--- config.mk ---
export PLATFORM = sky130hd
export DESIGN_NAME = dma_xfer_engine
export DESIGN_NICKNAME = d
export VERILOG_FILES = /design/src/rtl/dma_eng_pkg.sv /design/src/rtl/dma_chan_regs.sv /design/src/rtl/dma_step_ctrl.sv /design/src/rtl/dma_out_stage.sv /design/src/rtl/dma_xfer_engine.sv
export SDC_FILE = /design/constraint.sdc
export NUM_CORES = 1
export LEC_CHECK = 0
export CELL_PAD_IN_SITES_DETAIL_PLACEMENT = 0
export CELL_PAD_IN_SITES_GLOBAL_PLACEMENT = 1
export CORE_MARGIN = 2
export CORE_UTILIZATION = 45
export DETAILED_ROUTE_END_ITERATION = 7
export PLACE_DENSITY_LB_ADDON = 0.1
export SYNTH_ARGS = -nofsm -noshare
export SYNTH_HDL_FRONTEND = slang
export SYNTH_SLANG_ARGS = --single-unit
--- constraint.sdc ---
create_clock -name clk -period 3.1 [get_ports clk]
set_clock_uncertainty 0.1 [all_clocks]
set_input_delay 0.465 -clock clk [delete_from_list [all_inputs] [get_ports clk]]
set_output_delay 0.465 -clock clk [all_outputs]
set_load 0.1 [all_outputs]
--- src/rtl/dma_eng_pkg.sv ---
package dma_eng_pkg;

   typedef enum logic [1:0] {
      STEP_IDLE = 2'd0,
      STEP_SOLO = 2'd1,
      STEP_PAIR = 2'd2
   } step_kind_e;

   localparam int unsigned PAIR_SRC_CH = 0;
   localparam int unsigned PAIR_DST_CH = 1;

endpackage

--- src/rtl/dma_chan_regs.sv ---
module dma_chan_regs #(
   parameter int unsigned AW = 16,
   parameter int unsigned CW = 16
) (
   input  logic          clk,
   input  logic          rst_n,
   input  logic          wr_addr_i,
   input  logic          wr_cnt_i,
   input  logic          wr_mode_i,
   input  logic [AW-1:0] addr_data_i,
   input  logic [CW-1:0] cnt_data_i,
   input  logic          mode_down_i,
   input  logic          mode_auto_i,
   input  logic          adv_addr_i,
   input  logic          adv_cnt_i,
   input  logic          pair_tc_i,
   output logic [AW-1:0] cur_addr_o,
   output logic          cnt_zero_o,
   output logic          mask_o,
   output logic          tc_flag_o
);

   logic [AW-1:0] base_addr_q, cur_addr_q, addr_next;
   logic [CW-1:0] base_cnt_q,  cur_cnt_q,  cnt_next;
   logic          down_q, auto_q, mask_q, tcf_q;
   logic          tc_event, active;

   assign cnt_zero_o = (cur_cnt_q == '0);
   assign tc_event   = (adv_cnt_i && cnt_zero_o) || pair_tc_i;
   assign active     = adv_addr_i || adv_cnt_i || pair_tc_i;

   always_comb begin
      addr_next = cur_addr_q;
      cnt_next  = cur_cnt_q;
      if (adv_addr_i) begin
         addr_next = down_q ? (cur_addr_q - 1'b1) : (cur_addr_q + 1'b1);
      end
      if (adv_cnt_i) begin
         cnt_next = cur_cnt_q - 1'b1;
      end
   end

   always_ff @(posedge clk) begin
      if (!rst_n) begin
         base_addr_q <= '0;
         cur_addr_q  <= '0;
         base_cnt_q  <= '0;
         cur_cnt_q   <= '0;
         down_q      <= 1'b0;
         auto_q      <= 1'b0;
         mask_q      <= 1'b1;
         tcf_q       <= 1'b0;
      end else begin
         if (wr_mode_i) begin
            down_q <= mode_down_i;
            auto_q <= mode_auto_i;
         end
         if (wr_addr_i) begin
            base_addr_q <= addr_data_i;
            cur_addr_q  <= addr_data_i;
         end
         if (wr_cnt_i) begin
            base_cnt_q <= cnt_data_i;
            cur_cnt_q  <= cnt_data_i;
            mask_q     <= 1'b0;
            tcf_q      <= 1'b0;
         end
         if (active) begin
            if (tc_event && auto_q) begin
               cur_addr_q <= base_addr_q;
               cur_cnt_q  <= base_cnt_q;
            end else begin
               cur_addr_q <= addr_next;
               cur_cnt_q  <= cnt_next;
            end
            if (tc_event) begin
               tcf_q <= 1'b1;
               if (!auto_q) begin
                  mask_q <= 1'b1;
               end
            end
         end
      end
   end

   assign cur_addr_o = cur_addr_q;
   assign mask_o     = mask_q;
   assign tc_flag_o  = tcf_q;

endmodule

--- src/rtl/dma_step_ctrl.sv ---
module dma_step_ctrl
   import dma_eng_pkg::*;
#(
   parameter int unsigned NCH = 4,
   localparam int unsigned CHW = (NCH > 1) ? $clog2(NCH) : 1
) (
   input  logic           req_i,
   input  logic [CHW-1:0] req_ch_i,
   input  logic           m2m_i,
   input  logic           any_ld_i,
   input  logic [NCH-1:0] mask_i,
   input  logic [NCH-1:0] zero_i,
   output logic [NCH-1:0] adv_addr_o,
   output logic [NCH-1:0] adv_cnt_o,
   output logic [NCH-1:0] pair_tc_o,
   output step_kind_e     kind_o,
   output logic           tc_o,
   output logic [CHW-1:0] ch_o
);

   logic pair_sel;
   assign pair_sel = m2m_i && (int'(req_ch_i) <= int'(PAIR_DST_CH));

   always_comb begin
      adv_addr_o = '0;
      adv_cnt_o  = '0;
      pair_tc_o  = '0;
      kind_o     = STEP_IDLE;
      tc_o       = 1'b0;
      ch_o       = req_ch_i;
      if (req_i && !any_ld_i) begin
         if (pair_sel) begin
            if (!mask_i[PAIR_SRC_CH] && !mask_i[PAIR_DST_CH]) begin
               kind_o                  = STEP_PAIR;
               adv_addr_o[PAIR_SRC_CH] = 1'b1;
               adv_addr_o[PAIR_DST_CH] = 1'b1;
               adv_cnt_o[PAIR_DST_CH]  = 1'b1;
               pair_tc_o[PAIR_SRC_CH]  = zero_i[PAIR_DST_CH];
               tc_o                    = zero_i[PAIR_DST_CH];
               ch_o                    = CHW'(PAIR_DST_CH);
            end
         end else if (!mask_i[req_ch_i]) begin
            kind_o               = STEP_SOLO;
            adv_addr_o[req_ch_i] = 1'b1;
            adv_cnt_o[req_ch_i]  = 1'b1;
            tc_o                 = zero_i[req_ch_i];
         end
      end
   end

endmodule

--- src/rtl/dma_out_stage.sv ---
module dma_out_stage
   import dma_eng_pkg::*;
#(
   parameter int unsigned NCH = 4,
   parameter int unsigned AW  = 16,
   localparam int unsigned CHW = (NCH > 1) ? $clog2(NCH) : 1
) (
   input  logic                   clk,
   input  logic                   rst_n,
   input  step_kind_e             kind_i,
   input  logic [CHW-1:0]         ch_i,
   input  logic [CHW-1:0]         req_ch_i,
   input  logic                   tc_i,
   input  logic [NCH-1:0][AW-1:0] addr_i,
   output logic                   valid_o,
   output logic [CHW-1:0]         ch_o,
   output logic                   pair_o,
   output logic [AW-1:0]          src_o,
   output logic [AW-1:0]          dst_o,
   output logic                   tc_o
);

   logic [AW-1:0] src_sel, dst_sel;

   always_comb begin
      if (kind_i == STEP_PAIR) begin
         src_sel = addr_i[PAIR_SRC_CH];
         dst_sel = addr_i[PAIR_DST_CH];
      end else begin
         src_sel = addr_i[req_ch_i];
         dst_sel = '0;
      end
   end

   always_ff @(posedge clk) begin
      if (!rst_n) begin
         valid_o <= 1'b0;
         ch_o    <= '0;
         pair_o  <= 1'b0;
         src_o   <= '0;
         dst_o   <= '0;
         tc_o    <= 1'b0;
      end else begin
         valid_o <= (kind_i != STEP_IDLE);
         ch_o    <= ch_i;
         pair_o  <= (kind_i == STEP_PAIR);
         src_o   <= (kind_i != STEP_IDLE) ? src_sel : '0;
         dst_o   <= dst_sel;
         tc_o    <= (kind_i != STEP_IDLE) && tc_i;
      end
   end

endmodule

--- src/rtl/dma_xfer_engine.sv ---
module dma_xfer_engine
   import dma_eng_pkg::*;
#(
   parameter int unsigned NCH = 4,
   parameter int unsigned AW  = 16,
   parameter int unsigned CW  = 16,
   localparam int unsigned CHW = (NCH > 1) ? $clog2(NCH) : 1,
   localparam int unsigned DW  = (AW > CW) ? AW : CW
) (
   input  logic           clk,
   input  logic           rst_n,
   input  logic           ld_addr_i,
   input  logic           ld_cnt_i,
   input  logic           ld_mode_i,
   input  logic [CHW-1:0] ld_ch_i,
   input  logic [DW-1:0]  ld_data_i,
   input  logic           ld_down_i,
   input  logic           ld_auto_i,
   input  logic           m2m_en_i,
   input  logic           req_i,
   input  logic [CHW-1:0] req_ch_i,
   output logic           out_valid_o,
   output logic [CHW-1:0] out_ch_o,
   output logic           out_pair_o,
   output logic [AW-1:0]  out_src_o,
   output logic [AW-1:0]  out_dst_o,
   output logic           out_tc_o,
   output logic [NCH-1:0] mask_o,
   output logic [NCH-1:0] tc_stat_o
);

   generate
      if (NCH < 2 || (1 << CHW) != NCH) begin : g_bad_nch
         $error("dma_xfer_engine: NCH must be a power of two and at least 2");
      end
      if (AW < 2 || CW < 1) begin : g_bad_width
         $error("dma_xfer_engine: AW must be >= 2 and CW >= 1");
      end
   endgenerate

   logic                   any_ld;
   logic [NCH-1:0][AW-1:0] cur_addr;
   logic [NCH-1:0]         cnt_zero, chan_mask, chan_tcf;
   logic [NCH-1:0]         adv_addr, adv_cnt, pair_tc;
   step_kind_e             kind;
   logic                   step_tc;
   logic [CHW-1:0]         step_ch;

   assign any_ld = ld_addr_i || ld_cnt_i || ld_mode_i;

   for (genvar c = 0; c < NCH; c++) begin : g_chan
      logic sel;
      assign sel = (ld_ch_i == CHW'(c));
      dma_chan_regs #(.AW(AW), .CW(CW)) regs_i (
         .clk         (clk),
         .rst_n       (rst_n),
         .wr_addr_i   (ld_addr_i && sel),
         .wr_cnt_i    (ld_cnt_i && sel),
         .wr_mode_i   (ld_mode_i && sel),
         .addr_data_i (ld_data_i[AW-1:0]),
         .cnt_data_i  (ld_data_i[CW-1:0]),
         .mode_down_i (ld_down_i),
         .mode_auto_i (ld_auto_i),
         .adv_addr_i  (adv_addr[c]),
         .adv_cnt_i   (adv_cnt[c]),
         .pair_tc_i   (pair_tc[c]),
         .cur_addr_o  (cur_addr[c]),
         .cnt_zero_o  (cnt_zero[c]),
         .mask_o      (chan_mask[c]),
         .tc_flag_o   (chan_tcf[c])
      );
   end

   dma_step_ctrl #(.NCH(NCH)) ctrl_i (
      .req_i      (req_i),
      .req_ch_i   (req_ch_i),
      .m2m_i      (m2m_en_i),
      .any_ld_i   (any_ld),
      .mask_i     (chan_mask),
      .zero_i     (cnt_zero),
      .adv_addr_o (adv_addr),
      .adv_cnt_o  (adv_cnt),
      .pair_tc_o  (pair_tc),
      .kind_o     (kind),
      .tc_o       (step_tc),
      .ch_o       (step_ch)
   );

   dma_out_stage #(.NCH(NCH), .AW(AW)) out_i (
      .clk      (clk),
      .rst_n    (rst_n),
      .kind_i   (kind),
      .ch_i     (step_ch),
      .req_ch_i (req_ch_i),
      .tc_i     (step_tc),
      .addr_i   (cur_addr),
      .valid_o  (out_valid_o),
      .ch_o     (out_ch_o),
      .pair_o   (out_pair_o),
      .src_o    (out_src_o),
      .dst_o    (out_dst_o),
      .tc_o     (out_tc_o)
   );

   assign mask_o    = chan_mask;
   assign tc_stat_o = chan_tcf;

endmodule

==> metrics.yaml <==
setup_path:
  crit_path_start_kind: "register"
  cp.required_ns: 3.49
  crit_arrival_ns: 3.28
  critPathKind: "register to register"
  worstSetupEndpointType: "register"
  cp_max_fo: 22
clocking:
  cts-buffers-inserted: 39
  htree_levels: 2
  clkTransAtPathRegs_ns: 0.06
  root_buffer: "clkbuf_16"
  post_cts_buffers: 0
  clk_path_buf_depth: 3
  cts_tree: "done"
  cts_hold_buf: 0
  clk_latency_ns: 0.57
  ctsResizeCount: 0
  clock_sinks: 309
logic_synthesis:
  synth_area_leaders: "dfxtp_1 (37%), nand2_1 (12%), a21oi_1 (8.9%)"
  synthesis.area_mm2: 0.0168
  yosysSeqAreaShare_pct: 36.8
  synth_ff_type: "dfxtp_1"
  yosys.cell_types.count: 64
  synthArstFlopShare_pct: 0
  synth_top_area_cell: "dfxtp_1"
  ys.warnings.count: 0
  synth.top_cell.area_share_pct: 36.8
  synth_nets: 2362
  synth_cells: 2265
  ys_seq_elements: 309
  synth_area_per_cell_um2: 7.42
  synth_edf_count: 0
sta:
  final.setup.tns_ns: 0
  fmax_ghz: 0.345
  setup_violations: 0
  tightest_slew_ns: 0.890
  grt_setup_unrepaired: "false"
  period_minus_slack_ns: 2.90
  max_slew_margin_pct: 40.5
  finalCritPeriodShare_pct: 93.5
  drv_slew: 0
  whs_ns: 0.348
  finalHoldViolations: 0
layout:
  drive_above_1_share_pct: 10.1
  final_cells: 2810
  layout_commonest_cell: "nand2_1"
  mostFrequentLayoutCells: "nand2_1 (533), dfxtp_1 (309), a21oi_1 (298)"
  synthToLayoutAreaGrowth_pct: 17.0
  diodes: 0
  nFillCells: 3584
  fin_nets: 2410
  final_util_pct: 53.6
route:
  initialDrtViolationCount: 1312
  wl_um: 57300
  vias: 16500
  drc_errors: 0
  drt_first_pass_iters: 7
  ant_nets: 0
  wl_per_cell_um: 20.4
  avgViaCountPerCell: 5.87
power:
  cellPowerDensity_mw_per_mm2: 524
  p_leak_uw: 0.00840
  peakVddDrop_mv: 0.343
  p_total_uw: 10300
grt:
  overflow: 0
  grt_use_total_pct: 29.4
  grt_pass1_vias: 15400
  antenna_found_initial: 0
  grt_pass1_wl_um: 89200
  grt_max_degree: 74
placement:
  gp_congestion: 0.933
  numPortBuffers: 73
  place_inst: 2740
  place_hpwl_um: 38000
floorplanning:
  die_w_um: 197
  design.core.area_mm2: 0.0367
  io_pins: 74
  rows: 70
  start_util_pct: 45.8
  die_area_mm2: 0.0389
  dieHeight_um: 197
status:
  outcome: "finished clean"
min_path:
  hp-class: "register to register"
run:
  drv_cap: 0
==> flip-flops by register name, indices dropped and copies added (netlist names) <==
signal	count
g_chan.regs_i.mask_o	4
out_i.ch_o	2
out_i.tc_o	1
g_chan.regs_i.auto_q	4
out_i.pair_o	1
g_chan.regs_i.base_cnt_q	64
g_chan.regs_i.tc_flag_o	4
out_i.src_o	16
g_chan.regs_i.down_q	4
g_chan.regs_i.cur_cnt_q	64
g_chan.regs_i.base_addr_q	64
g_chan.regs_i.cur_addr_o	64
out_i.dst_o	16
out_i.valid_o	1
==> synth_stat cells (all sizes together), types with 24 or more instances <==
library cell and count:
a211oi 52, a21oi 299, a311oi 41, a31oi 24, and3 35, buf 24, clkbuf 150, dfxtp 309
ha 64, inv 29, mux2i 24, nand2 533, nand3 70, nor2 177, nor3 33, o21ai 95
xnor2 52, xor2 41
==> worst paths after layout <==
| kind | start | end | slack, ns | cells after the start |
|---|---|---|---|---|
| max | g_chan[0].regs_i.cur_cnt_q[4]$_SDFFE_PN0P_ | g_chan[0].regs_i.cur_cnt_q[3]$_SDFFE_PN0P_ | 0.20 | 8 |
| min | g_chan[2].regs_i.base_cnt_q[10]$_SDFFE_PN0P_ | g_chan[2].regs_i.base_cnt_q[10]$_SDFFE_PN0P_ | 0.35 | 2 |
| min reg2reg | g_chan[2].regs_i.base_cnt_q[10]$_SDFFE_PN0P_ | g_chan[2].regs_i.base_cnt_q[10]$_SDFFE_PN0P_ | 0.35 | 2 |
| max reg2reg | g_chan[0].regs_i.cur_cnt_q[4]$_SDFFE_PN0P_ | g_chan[0].regs_i.cur_cnt_q[3]$_SDFFE_PN0P_ | 0.20 | 8 |
==> cell families after synthesis <==
group                      share of synthesized area, %
and+or+nand+nor                                    23.9
buffers and inverters                              4.82
adders and majority gates                          5.24
xor gates and xnor gates                           4.85
AOI/OAI and AO/OA                                  22.8
DFF                                                36.8
muxes                                              1.63
==> stage by stage <==
stage               area [um2]  setup slack (ns)
floorplan                16800             0.312
global placement         18300            0.0385
detailed placement       18300           0.00449
CTS                      19700             0.204
global route             19700            0.0742
finish                   19700             0.202
==> critical path, cell delays in order, from the launching register on <==
cell     delay (ns)
dfxtp_1        0.35
or4_1          0.57
or3_1          0.37
or4_4          0.54
a21oi_4        0.19
buf_12         0.19
nor3_1         0.08
o311a_1        0.35
nor2_1         0.09
==> metal layers <==
metal  share of wire (%)  vias up  GRT usage, %
met5                   0        -         0.255
met4                 3.1        0          9.75
met3                 6.1      101          4.39
met2                  45      574          47.6
met1                  46     7760          40.0
li1                    -     8050             -
==> power breakdown <==
group	leakage (uW)	internal (uW)	switching, uW	total [uW]
Clock	0.000669	2900	1840	4740
Combinational	0.00522	514	829	1340
Sequential	0.00251	4100	129	4230
Total	0.00840	7510	2800	10300
==> final cells by class <==
type | instances | area, um2 | share of cell area, %
multi-input cells | 1753 | 9820 | 49.9
flip-flops and latches | 309 | 6190 | 31.4
repair buffers | 181 | 1620 | 8.25
clock buffers | 56 | 1180 | 6.00
well taps | 468 | 586 | 2.98
clock inverters | 14 | 163 | 0.827
inverters | 29 | 114 | 0.579
Power figures use the tool's default switching activity.
